## src/rtl/irq_serial_ctrl.sv

```systemverilog
module irq_serial_ctrl #(
  parameter int ADDR_W    = 3,
  parameter int A_ERR_CLR = 0,
  parameter int A_TX_DATA = 1,
  parameter int A_IRQ_EN  = 2,
  parameter int A_SER_CTL = 3,
  parameter int R_IRQ_ST  = 2,
  parameter int R_SER_ST  = 3,
  parameter int RUN_BIT   = 0
) (
  input  logic              clk,
  input  logic              rst_n,
  input  logic              wr_en,
  input  logic [ADDR_W-1:0] wr_addr,
  input  logic [7:0]        wr_data,
  input  logic [ADDR_W-1:0] rd_addr,
  output logic [7:0]        rd_data,
  input  logic [2:0]        tmr_expire,
  input  logic [2:0]        err_set,
  output logic              irq_n
);
  localparam int TXC = 3;
  localparam int TXR = 4;

  logic [4:0] en_q, en_d;
  logic [4:0] st_q, st_d;
  logic [2:0] err_q, err_d;
  logic       pend_q, pend_d;
  logic [7:0] ctl_q, ctl_d;

  always_comb begin
    en_d   = en_q;
    st_d   = st_q | {2'b00, tmr_expire & en_q[2:0]};
    err_d  = err_q | err_set;
    pend_d = pend_q;
    ctl_d  = ctl_q;
    if (wr_en) begin
      if (wr_addr == ADDR_W'(A_ERR_CLR)) begin
        err_d = err_set;
      end else if (wr_addr == ADDR_W'(A_TX_DATA)) begin
        pend_d = 1'b1;
        if (en_q[TXR]) st_d[TXR] = 1'b1;
      end else if (wr_addr == ADDR_W'(A_IRQ_EN)) begin
        if (!st_q[TXR] && wr_data[TXC] && pend_q) begin
          pend_d    = 1'b0;
          st_d[TXC] = 1'b1;
        end
        st_d = st_d & wr_data[4:0];
        en_d = wr_data[4:0];
      end else if (wr_addr == ADDR_W'(A_SER_CTL)) begin
        if (wr_data != ctl_q) begin
          ctl_d = wr_data;
          if (!wr_data[RUN_BIT]) begin
            en_d  = '0;
            st_d  = '0;
            err_d = err_set;
          end
        end
      end
    end
  end

  always_ff @(posedge clk or negedge rst_n) begin
    if (!rst_n) begin
      en_q   <= '0;
      st_q   <= '0;
      err_q  <= '0;
      pend_q <= 1'b0;
      ctl_q  <= '0;
    end else begin
      en_q   <= en_d;
      st_q   <= st_d;
      err_q  <= err_d;
      pend_q <= pend_d;
      ctl_q  <= ctl_d;
    end
  end

  assign irq_n   = ~|st_q;
  assign rd_data = (rd_addr == ADDR_W'(R_IRQ_ST)) ? ~{3'b000, st_q} :
                   (rd_addr == ADDR_W'(R_SER_ST)) ? {4'b0000, pend_q, err_q} :
                   8'h00;
endmodule


```

## config.mk

```make
export PLATFORM = sky130hd
export DESIGN_NAME = irq_serial_ctrl
export DESIGN_NICKNAME = d
export VERILOG_FILES = /design/src/rtl/irq_serial_ctrl.sv
export SDC_FILE = /design/constraint.sdc
export NUM_CORES = 1
export LEC_CHECK = 0
export BUFFER_PORTS_ARGS = -buffer_cell sky130_fd_sc_hd__buf_4
export CAP_MARGIN = 20
export CELL_PAD_IN_SITES_DETAIL_PLACEMENT = 1
export CELL_PAD_IN_SITES_GLOBAL_PLACEMENT = 1
export CORE_ASPECT_RATIO = 1.4
export CORE_UTILIZATION = 38
export CTS_CLUSTER_DIAMETER = 80
export DETAILED_ROUTE_END_ITERATION = 12
export PLACE_DENSITY_LB_ADDON = 0.1
export SYNTH_ARGS = -nofsm -noshare
export SYNTH_HDL_FRONTEND = slang
export SYNTH_SLANG_ARGS = --single-unit
```

## constraint.sdc

```tcl
create_clock -name clk -period 1.7 [get_ports clk]
set_input_delay 0.17 -clock clk [delete_from_list [all_inputs] [get_ports clk]]
set_output_delay 0.17 -clock clk [all_outputs]
set_load 0.01 [all_outputs]
```

# ---- Word-level counts from Yosys, hierarchy flattened
# Cells that the tools add are included.
dict set report word_totals {
  ram_bits 0
  output_inout_bits 9
  romBits 0
  word_cells 63
  latch_bits 0
  n_memories 0
  regBits 22
}
dict set report classes {
  shift 0
  muxes 30
  order_cmp 0
  n_mul 0
  n_bitwise 8
  add_sub_neg 0
  n_eq_ne 7
  n_div 0
  n_reduce_logical 13
}
# op count
set ops {}
lappend ops {{two-way mux 5 bit} 10}
lappend ops {{two-way mux 3 bit} 7}
lappend ops {{equality test 3 x 2 -> 1 bit (second input constant)} 4}
lappend ops {{AND reduction 6 bit} 2}
lappend ops {{two-way mux 1 bit} 10}
lappend ops {{two-way mux 4 bit} 2}
lappend ops {{two-way mux 8 bit} 1}
lappend ops {{!= test 8 bit} 1}
lappend ops {{NOT 5 -> 8 bit} 1}
lappend ops {{nonzero test 2 bit} 4}
lappend ops {{bitwise AND 5 bit} 1}
lappend ops {{OR 5 x 3 -> 5 bit} 1}
lappend ops {{OR reduction 5 bit} 1}
lappend ops {{AND reduction 4 bit} 1}
lappend ops {{bitwise AND 3 bit} 1}
lappend ops {{equality test 3 x 1 -> 1 bit (second input constant)} 1}
lappend ops {{zero test 3 bit} 1}
lappend ops {{NOT 1 bit} 3}
lappend ops {{OR 3 bit} 1}
lappend ops {{logical AND 1 bit} 2}
lappend ops {{zero test 1 bit} 2}
lappend ops {{!= test 2 x 1 -> 1 bit (second input constant)} 1}

# ---- Depth between registers and ports, before layout
# Gate-level depths: netlist of run 1.
dict set report logic_depth {
  word_depth 13
  depth_mapped 5
  mapped_depth_nobuf 4
}

# ---- Worst setup path after synthesis of run 1
# Ideal clock, no wire load.
dict set report synth_timing {
  path_type {register to register}
  start {register ctl_q[3]}
  end {register ctl_q[1]}
  required_ps 1575
  setup_slack_ps 220
  setup_ps 125
  stages_incl_launch_ff 5
  arrival_ps 1355
  path_cell_list {dfrtp_1 xor2_1 nor4_2 a21oi_2 mux2_2}
}
dict set report synth_between {
  elab_chain_len 2
}
# item line_no
set synth_rtl {}
lappend synth_rtl {{from (decl)} 29} ;# logic [7:0] ctl_q, ctl_d;
lappend synth_rtl {{from (signal assigned)} 75} ;# ctl_q <= ctl_d;
lappend synth_rtl {{!= test 8 bit} 51} ;# if (wr_data != ctl_q) begin
lappend synth_rtl {{AND reduction 6 bit (no source line)} --}
# No other way between the ends.
# A chain may end at the register's enable or synchronous reset.

# ---- Worst setup path after layout of run 1
dict set report layout_timing {
  start {register ctl_q[3]}
  end {register st_q[2]}
}
dict set report layout_between {
  elab_chain_len 7
}
# item line_no
set layout_rtl {}
lappend layout_rtl {{!= test 8 bit} 51}
lappend layout_rtl {{two-way mux 5 bit} 51}
lappend layout_rtl {{two-way mux 5 bit} 50} ;# end else if (wr_addr == ADDR_W'(A_SER_CTL)) begin
lappend layout_rtl {{two-way mux 5 bit} 43} ;# end else if (wr_addr == ADDR_W'(A_IRQ_EN)) begin
lappend layout_rtl {{two-way mux 4 bit} 40} ;# end else if (wr_addr == ADDR_W'(A_TX_DATA)) begin
lappend layout_rtl {{two-way mux 5 bit} 38} ;# if (wr_addr == ADDR_W'(A_ERR_CLR)) begin
lappend layout_rtl {{two-way mux 5 bit} 37} ;# if (wr_en) begin
lappend layout_rtl {{net st_d[2]} 26} ;# logic [4:0] st_q, st_d;
lappend layout_rtl {{to (signal assigned)} 72} ;# st_q <= st_d;
lappend layout_rtl {{to (decl)} 26}
# The timed path passes the listed nets, and every way through them passes these cells.

==> results.txt, run 1 <==
status: finished clean
drt initial violations: 4
port buffer count: 31
first-pass GRT wire length: 4.360 mm
core area: 2698 µm²
Achievable Freq: 601.9 MHz
endpoints failing setup: 0
# Max-Cap Violations: 0
max incr delay on CP: 0.41 ns
Post-Place Setup Slack: 0.07400 ns
design area: 1435 µm²
DR vias/cell: 5.278
global router's overall resource usage: 19.72%
DR DRC count: 0
fin. max-slew vios: 0
Area contributors post-synth: dfrtp_1, mux2_2, xor2_1
sequential area share after synthesis: 47.73%
total power draw: 0.001260 W
setup repair after global routing missed its margin: yes
most used flip-flop cell after synthesis: dfrtp_1
Reg clk slew, reported paths: 0.12 ns
row count: 22
multi-input logic area: 553.0 µm²
area of the die: 3120 µm²
Final Cycle Share: 97.72%
vias in the first global route: 1,012
Layout area overhead: 30.34%
CP delay by family, top: simple AND/OR/NAND/NOR gates
Initial Util: 40.82%
EDFF count, synth: 0
Worst Skew: 0.006108 ns
synthesized area: 1101 µm²
initial antenna violation count: 0
Met2 Wirelength: 1.539 mm
vias: 950
Critical Path End Type: register
wl on met1: 1.072 mm
die height: 65.69 µm
syn avg cell area: 10.01 µm²
worst path arrival time: 1.89 ns
CP cell instances: xor2_1 > nor4_4 > a211oi_1 > buf_4 > nor3_1
syn_nets: 133
drt pass-1 iters: 3
GPL Wtd Cong: 0.7487
Crit Path Max Fanout: 12
post-synthesis cell type count: 30
Yosys top cell by area: dfrtp_1
DPL Wire Length: 2.110 mm
total congestion overflow: 0
uppermost routed layer: met4
Final TNS setup: 0 ns
Worst Path Class, Setup: reg -> reg
Mapped Cells: 110
Levels on crit path: 5
die width: 47.50 µm
power per cell area: 877.8 nW/µm²
peak supply drop: 567.6 µV
hold crit path type: in -> reg
measured slew at the worst slew-check pin: 0.4622 ns
Async SR Flop Fraction: 100.0%
Clock Latency Late Sink: 0.31 ns
clk buf depth: 2
min Tclk post-route: 1.661 ns
CTS tree: done
Routed WL: 2.744 mm
Ports: 32
relative slew slack: 68.76%
Layout fillers: 348
reg2reg path depth: 5
largest net degree at the start of global routing: 22
Worst setup SP type: register
Yosys top cell area share: 47.73%
Leakage Power: 0.6721 nW
Critical Path RT: 1.93 ns
WHS Path Cells: 2
metal3 WL: 87 µm
YS warnings: 0
cts bufs inserted: 3
# nets final: 168
# diodes: 0
Critical-path top delay cell: dfrtp_1
Worst Path Buf+Inv: 1
number of synthesized register bits: 21
Root Driver: clkbuf_4
H-tree Lvls: 1
share of layout cells above drive strength 1: 35.42%
clk sinks: 21
setup ws final: 0.03869 ns
number of routed nets with antenna violations: 0
placed instance area: 1360 µm²
Seq. cell area: 525.5 µm²
wire per inst: 15.24 µm
Fin. Hold Viols: 0
==> metal layers <==
| metal | global-route usage [%] | up-vias |
|---|---|---|
| met5 | 0 | - |
| met4 | 7.500 | 0 |
| met3 | 1.648 | 5 |
| met2 | 36.64 | 23 |
| met1 | 21.48 | 468 |
| li1 | - | 454 |
==> synthesized netlist by cell type (3+ instances only) <==
cell type and n:
nor2_1 16, o21bai_1 3, a21oi_1 10, inv_1 5
o22ai_1 3, xor2_1 8, nor3_1 5, mux2_2 7
nand2_1 7, dfrtp_1 21
==> layout by cell type (no fill, tap or decap), types with 2 or more instances in the layout <==
cell type / instances
clkbuf_4: 3
nor4_4: 2
a21oi_1: 10
nand4bb_1: 2
o22ai_1: 3
o21bai_1: 3
nor3_2: 2
buf_4: 34
inv_1: 5
xor2_1: 8
nand2_1: 7
nor3_1: 4
or4_1: 2
nor2_1: 16
mux2_2: 7
dfrtp_1: 21
==> metrics by stage <==
stage          cells  hold WS (ns)  utilization, %
2_1_floorplan    110       -0.1256               -
3_3_place_gp     174       0.07147           50.42
3_5_place_dp     174       0.07069           50.42
4_1_cts          179       0.05212           51.81
5_1_grt          180       0.03253           53.20
6_report         180       0.04593           53.20
==> cells by family after synthesis <==
| family | Yosys count | share of synthesized area (%) |
|---|---|---|
| simple gates | 40 | 20.11 |
| compound gates | 23 | 13.07 |
| mux | 7 | 7.159 |
| xor+xnor | 9 | 7.159 |
| flops | 21 | 47.73 |
| buf+inv | 10 | 4.773 |
==> sequential cells by signal, indices dropped and copies added, names as in the netlist <==
name	count
ctl_q	8
err_q	3
st_q	5
pend_q	1
en_q	4
==> report_power, final <==
part | internal [W] | switching, W
Combinational | 0.000172 | 0.000177
Sequential | 0.000593 | 0.0000667
Clock | 0.0000880 | 0.000162
Total | 0.000854 | 0.000406
==> layout make-up <==
type / instances / share of cell area (%)
inverter: 5 / 1.308
tap: 36 / 3.139
multi-input combinational: 79 / 38.54
clock inverter: 1 / 0.3487
timing repair buffer: 35 / 18.48
clock buffer: 3 / 1.569
sequential: 21 / 36.62
==> worst register-to-register path: stages, from the launching register on <==
cell	delay (ns)
dfrtp_1	0.41
xor2_1	0.21
nor4_4	0.41
a211oi_1	0.13
buf_4	0.20
nor3_1	0.23
==> final timing paths <==
kind                                            from              endpoint  slack, ns
worst min-delay path                      err_set[2]    err_q[2]$_DFF_PN0_       0.05
worst max-delay path            ctl_q[3]$_DFFE_PN0P_     st_q[2]$_DFF_PN0_       0.04
worst max register to register  ctl_q[3]$_DFFE_PN0P_     st_q[2]$_DFF_PN0_       0.04
min in group asynchronous                      rst_n     st_q[2]$_DFF_PN0_       0.26
worst min register to register    pend_q$_DFFE_PN0P_    pend_q$_DFFE_PN0P_       0.53
max in group asynchronous                      rst_n  ctl_q[0]$_DFFE_PN0P_       1.22
==> repair_timing <==
action                                  4_1_cts  5_1_grt
resized for setup                             0        4
hold buffers                                  1        0
setup buffers                                 0        1
endpoints found under the hold margin        21        0
endpoints found under the setup margin        0       15
Power figures use the tool's default switching activity.
==> inputs of run 2 (changes only) <==
==> config.mk (replaced) <==
export PLATFORM = sky130hd
export DESIGN_NAME = irq_serial_ctrl
export DESIGN_NICKNAME = d
export VERILOG_FILES = /design/src/rtl/irq_serial_ctrl.sv
export SDC_FILE = /design/constraint.sdc
export NUM_CORES = 1
export LEC_CHECK = 0
export CAP_MARGIN = 20
export CELL_PAD_IN_SITES_DETAIL_PLACEMENT = 1
export CELL_PAD_IN_SITES_GLOBAL_PLACEMENT = 1
export CORE_ASPECT_RATIO = 1.4
export CORE_MARGIN = 2
export CORE_UTILIZATION = 45
export CTS_CLUSTER_DIAMETER = 80
export DETAILED_ROUTE_END_ITERATION = 12
export DONT_BUFFER_PORTS = 1
export PLACE_DENSITY_LB_ADDON = 0.05
export SYNTH_ARGS = -nofsm -noshare
export SYNTH_HDL_FRONTEND = slang
export SYNTH_SLANG_ARGS = --single-unit
==> results.txt, run 2 (same netlist as run 1, synthesis figures left out) <==
max incr delay on CP: 0.53 ns
RR Endpoint: ctl_q[3]$_DFFE_PN0P_
flop2flop setup slack: 0.11 ns
status: finished clean
measured slew at the worst slew-check pin: 0.5629 ns
Clock Latency Late Sink: 0.29 ns
Critical Path RT: 1.53 ns
vias: 863
Most flops, register: ctl_q
Layout area overhead: 14.89%
Worst Path Class, Setup: reg -> out
drt initial violations: 11
initial antenna violation count: 0
vias in the first global route: 909
Reg clk slew, reported paths: 0.11 ns
max FFs per register: 8
DR DRC count: 0
drt pass-1 iters: 4
clk buf depth: 2
min Tclk post-route: 1.597 ns
Leakage Power: 0.5560 nW
Endpoint, Worst Hold: en_q[0]$_DFFE_PN0P_
CP cell instances: or4_1 > nor2_1
Crit Path Max Fanout: 3
Ports: 32
reg2reg path depth: 5
Layout fillers: 280
WHS Path Cells: 2
Initial Util: 46.56%
Critical Path End Type: output pin
most common cell after layout, fill and taps aside: dfrtp_1
port buffer count: 0
Achievable Freq: 626.0 MHz
top flop regs: ctl_q (8), st_q (5), en_q (4)
Fin. Hold Viols: 0
Worst Skew: 0.003999 ns
most frequent cells in the layout: dfrtp_1, nor2_1, a21oi_1
number of routed nets with antenna violations: 0
share of layout cells above drive strength 1: 18.18%
cts bufs inserted: 3
total congestion overflow: 0
# diodes: 0
DR vias/cell: 5.993
global router's overall resource usage: 19.20%
Worst setup SP type: register
fin. max-slew vios: 0
endpoints failing setup: 0
setup repair after global routing missed its margin: no
Final TNS setup: 0 ns
CTS tree: done
DPL Wire Length: 1.842 mm
worst path arrival time: 1.43 ns
largest net degree at the start of global routing: 22
hold crit path type: in -> reg
core area: 2365 µm²
relative slew slack: 62.34%
wire per inst: 17.67 µm
Critical-path top delay cell: or4_1
r2r startpoint: ctl_q[2]$_DFFE_PN0P_
die height: 62.53 µm
hold_sp: wr_en
# nets final: 145
row count: 21
area of the die: 2864 µm²
Root Driver: clkbuf_4
power per cell area: 910.3 nW/µm²
GPL Wtd Cong: 0.7496
die width: 45.81 µm
peak supply drop: 473.5 µV
# Max-Cap Violations: 0
first-pass GRT wire length: 4.105 mm
Min Hold Slack: 0.008140 ns
H-tree Lvls: 1
clk sinks: 21
total power draw: 0.001151 W
Routed WL: 2.545 mm
Final Cycle Share: 93.97%
run 2: cell types whose count changed in the layout (fill, tap and decap cells not counted):
cell | previous run | this run
dlygate4sd3_1 | 1 | 7
buf_4 | 34 | 4
a211oi_2 | 0 | 1
clkbuf_1 | 0 | 1
clkbuf_16 | 0 | 1
nor4_2 | 0 | 2
clkinv_2 | 1 | 0
nor4_4 | 2 | 0
a211oi_1 | 1 | 0
run 2: worst max path at each step:
stage,startpoint,end
floorplan,ctl_q[3]$_DFFE_PN0P_,ctl_q[1]$_DFFE_PN0P_
global placement,ctl_q[6]$_DFFE_PN0P_,ctl_q[1]$_DFFE_PN0P_
detailed placement,ctl_q[6]$_DFFE_PN0P_,ctl_q[3]$_DFFE_PN0P_
CTS,ctl_q[2]$_DFFE_PN0P_,err_q[0]$_DFF_PN0_
global route,ctl_q[2]$_DFFE_PN0P_,ctl_q[6]$_DFFE_PN0P_
finish,st_q[3]$_DFFE_PN0P_,irq_n
run 2: area by class of cell:
| cell class | count | area [µm²] | area share [%] |
|---|---|---|---|
| flip-flops and latches | 21 | 525.5 | 41.54 |
| repair buffers | 12 | 125.1 | 9.891 |
| clock buffers | 4 | 26.28 | 2.077 |
| multi-input cells | 79 | 540.5 | 42.73 |
| inverters | 5 | 18.77 | 1.484 |
| well taps | 23 | 28.78 | 2.275 |
run 2: power breakdown:
| part | switching [W] | internal (W) | total, W |
|---|---|---|---|
| sequential | 0.0000700 | 0.000593 | 0.000663 |
| clock | 0.000141 | 0.0000912 | 0.000232 |
| combinational | 0.000121 | 0.000135 | 0.000256 |
| total | 0.000332 | 0.000820 | 0.00115 |
run 2: layer usage:
layer	global-route usage [%]	wire (µm)	share of wire, %	vias to the layer above
met3	3.179	88	3.5	6
met1	20.86	949	37	427
met2	35.21	1473	58	21
met4	6.429	34	1.3	0
met5	0	0	0	-
li1	-	-	-	409
run 2: timing repair:
| item | CTS | global route |
|---|---|---|
| setup endpoints to repair | 8 | 11 |
| hold buffers | 4 | 3 |
| pin swaps | 1 | 1 |
| setup buffers | 1 | 0 |
| gates resized for setup | 1 | 2 |
| hold endpoints to repair | 24 | 4 |
run 2: worst max-delay path, delay by kind of cell, from the launching register on:
kind / cells / cell delay, ns
and+or+nand+nor: 2 / 0.73
DFF: 1 / 0.41
run 2: stage by stage:
| step | utilization [%] | cells | cell area (µm²) | worst slack (ns) |
|---|---|---|---|---|
| 6_report | 53.49 | 144 | 1265 | 0.1025 |
| 5_1_grt | 53.49 | 144 | 1265 | 0.005145 |
| 4_1_cts | 50.74 | 140 | 1200 | 0.03215 |
| 3_5_place_dp | 47.30 | 131 | 1119 | 0.002868 |
| 3_3_place_gp | 47.30 | 131 | 1119 | 0.02743 |
| 2_1_floorplan | - | 110 | 1101 | 0.2199 |
==> inputs of run 3 (changes only) <==
--- a/config.mk
+++ b/config.mk
@@ -14,7 +14,7 @@
 export CTS_CLUSTER_DIAMETER = 80
 export DETAILED_ROUTE_END_ITERATION = 12
 export DONT_BUFFER_PORTS = 1
-export PLACE_DENSITY_LB_ADDON = 0.05
+export PLACE_DENSITY_LB_ADDON = 0.1
 export SYNTH_ARGS = -nofsm -noshare
 export SYNTH_HDL_FRONTEND = slang
 export SYNTH_SLANG_ARGS = --single-unit
==> results.txt, run 3 (same netlist as run 1, synthesis figures left out) <==
die height: 62.53 µm
top flop regs: ctl_q (8), st_q (5), en_q (4)
Clock Latency Late Sink: 0.30 ns
share of layout cells above drive strength 1: 16.39%
design area: 1266 µm²
cts bufs inserted: 3
Critical Path RT: 1.89 ns
Min Hold Slack: 0.01509 ns
wire per inst: 16.67 µm
worst path arrival time: 1.87 ns
Worst Skew: 0.001113 ns
measured slew at the worst slew-check pin: 0.9071 ns
H-tree Lvls: 1
endpoints failing setup: 0
most common cell after layout, fill and taps aside: dfrtp_1
first-pass GRT wire length: 3.753 mm
Critical Path End Type: register
most frequent cells in the layout: dfrtp_1, nor2_1, a21oi_1
status: finished clean
# nets final: 146
Achievable Freq: 598.1 MHz
placed instance area: 1111 µm²
fin. max-slew vios: 0
Final TNS setup: 0 ns
CP cell instances: xor2_1 > nor4_4 > buf_4 > a21oi_4 > mux2_2
Root Driver: clkbuf_4
power per cell area: 920.1 nW/µm²
vias in the first global route: 876
largest net degree at the start of global routing: 22
global router's overall resource usage: 17.78%
DP Cell Count: 130
area of the die: 2864 µm²
die width: 45.81 µm
Ports: 32
setup repair after global routing missed its margin: yes
DR DRC count: 0
drt initial violations: 5
peak supply drop: 733.1 µV
clk buf depth: 2
CTS tree: done
DR vias/cell: 5.917
Worst Path Class, Setup: reg -> reg
clk sinks: 21
Leakage Power: 0.5516 nW
max FFs per register: 8
vias: 858
min Tclk post-route: 1.672 ns
hold crit path type: in -> reg
Initial Util: 46.56%
total power draw: 0.001165 W
port buffer count: 0
GPL Wtd Cong: 0.7526
# Max-Cap Violations: 0
DPL Wire Length: 1.783 mm
Worst setup SP type: register
initial antenna violation count: 0
Fin. Hold Viols: 0
Final Cycle Share: 98.35%
total congestion overflow: 0
Routed WL: 2.417 mm
relative slew slack: 39.33%
max incr delay on CP: 0.42 ns
Most flops, register: ctl_q
row count: 21
number of routed nets with antenna violations: 0
Reg clk slew, reported paths: 0.11 ns
Critical-path top delay cell: dfrtp_1
core area: 2365 µm²
# diodes: 0
Layout area overhead: 15.00%
drt pass-1 iters: 4
Layout Cells excl Fill: 145
Crit Path Max Fanout: 8
-- run 3: cell count changes in the layout (fill, tap and decap cells not counted), sizes merged --
| cell | before | now |
|---|---|---|
| dlygate4sd3 | 7 | 9 |
| clkbuf | 5 | 4 |
-- run 3: power by group --
group | switching, W | internal [W]
combinational | 0.000129 | 0.000137
clock | 0.000146 | 0.0000913
sequential | 0.0000686 | 0.000593
-- run 3: per-stage QoR --
step	setup WS, ns	util [%]
after floorplan	0.2199	-
after global placement	0.06605	46.98
after detailed placement	-0.01829	46.98
after CTS	0.02112	50.16
after global routing	-0.05888	53.55
final	0.02811	53.55
-- run 3: worst paths after layout --
check,slack (ns),startpoint,cells after the start,endpoint
worst min-delay path,0.02,wr_data[2],1,ctl_q[2]$_DFFE_PN0P_
worst min register to register,0.53,pend_q$_DFFE_PN0P_,1,pend_q$_DFFE_PN0P_
max in group asynchronous,0.72,rst_n,1,ctl_q[6]$_DFFE_PN0P_
worst max register to register,0.03,ctl_q[7]$_DFFE_PN0P_,5,ctl_q[1]$_DFFE_PN0P_
min in group asynchronous,0.44,rst_n,1,st_q[4]$_DFFE_PN0P_
worst max-delay path,0.03,ctl_q[7]$_DFFE_PN0P_,5,ctl_q[1]$_DFFE_PN0P_
-- run 3: routing by layer --
metal	wire, µm	global-route usage (%)
met3	168	5.780
met4	29	4.286
met2	1295	31.51
met1	923	19.51
met5	0	0
-- run 3: area by class of cell --
| class | instances | area (µm²) |
|---|---|---|
| inverter | 5 | 18.77 |
| sequential | 21 | 525.5 |
| timing repair buffer | 13 | 120.1 |
| clock buffer | 4 | 26.28 |
| tap | 23 | 28.78 |
| fill | 265 | 1099 |
| multi-input combinational | 79 | 546.8 |
-- run 3: timing repair --
action	4_1_cts	5_1_grt
hold buffers	4	5
endpoints found under the setup margin	12	12
resized for setup	1	2
setup buffers	0	2
hold endpoints to repair	24	5
pin swaps	0	2
-- run 3: worst max-delay path, delay by kind of cell (launching register included) --
kind	cells	cell delay, ns
AO/OA/AOI/OAI	1	0.25
multiplexers	1	0.37
flip-flops	1	0.42
AND/OR/NAND/NOR	1	0.09
buffers and inverters	1	0.16
XOR/XNOR	1	0.29
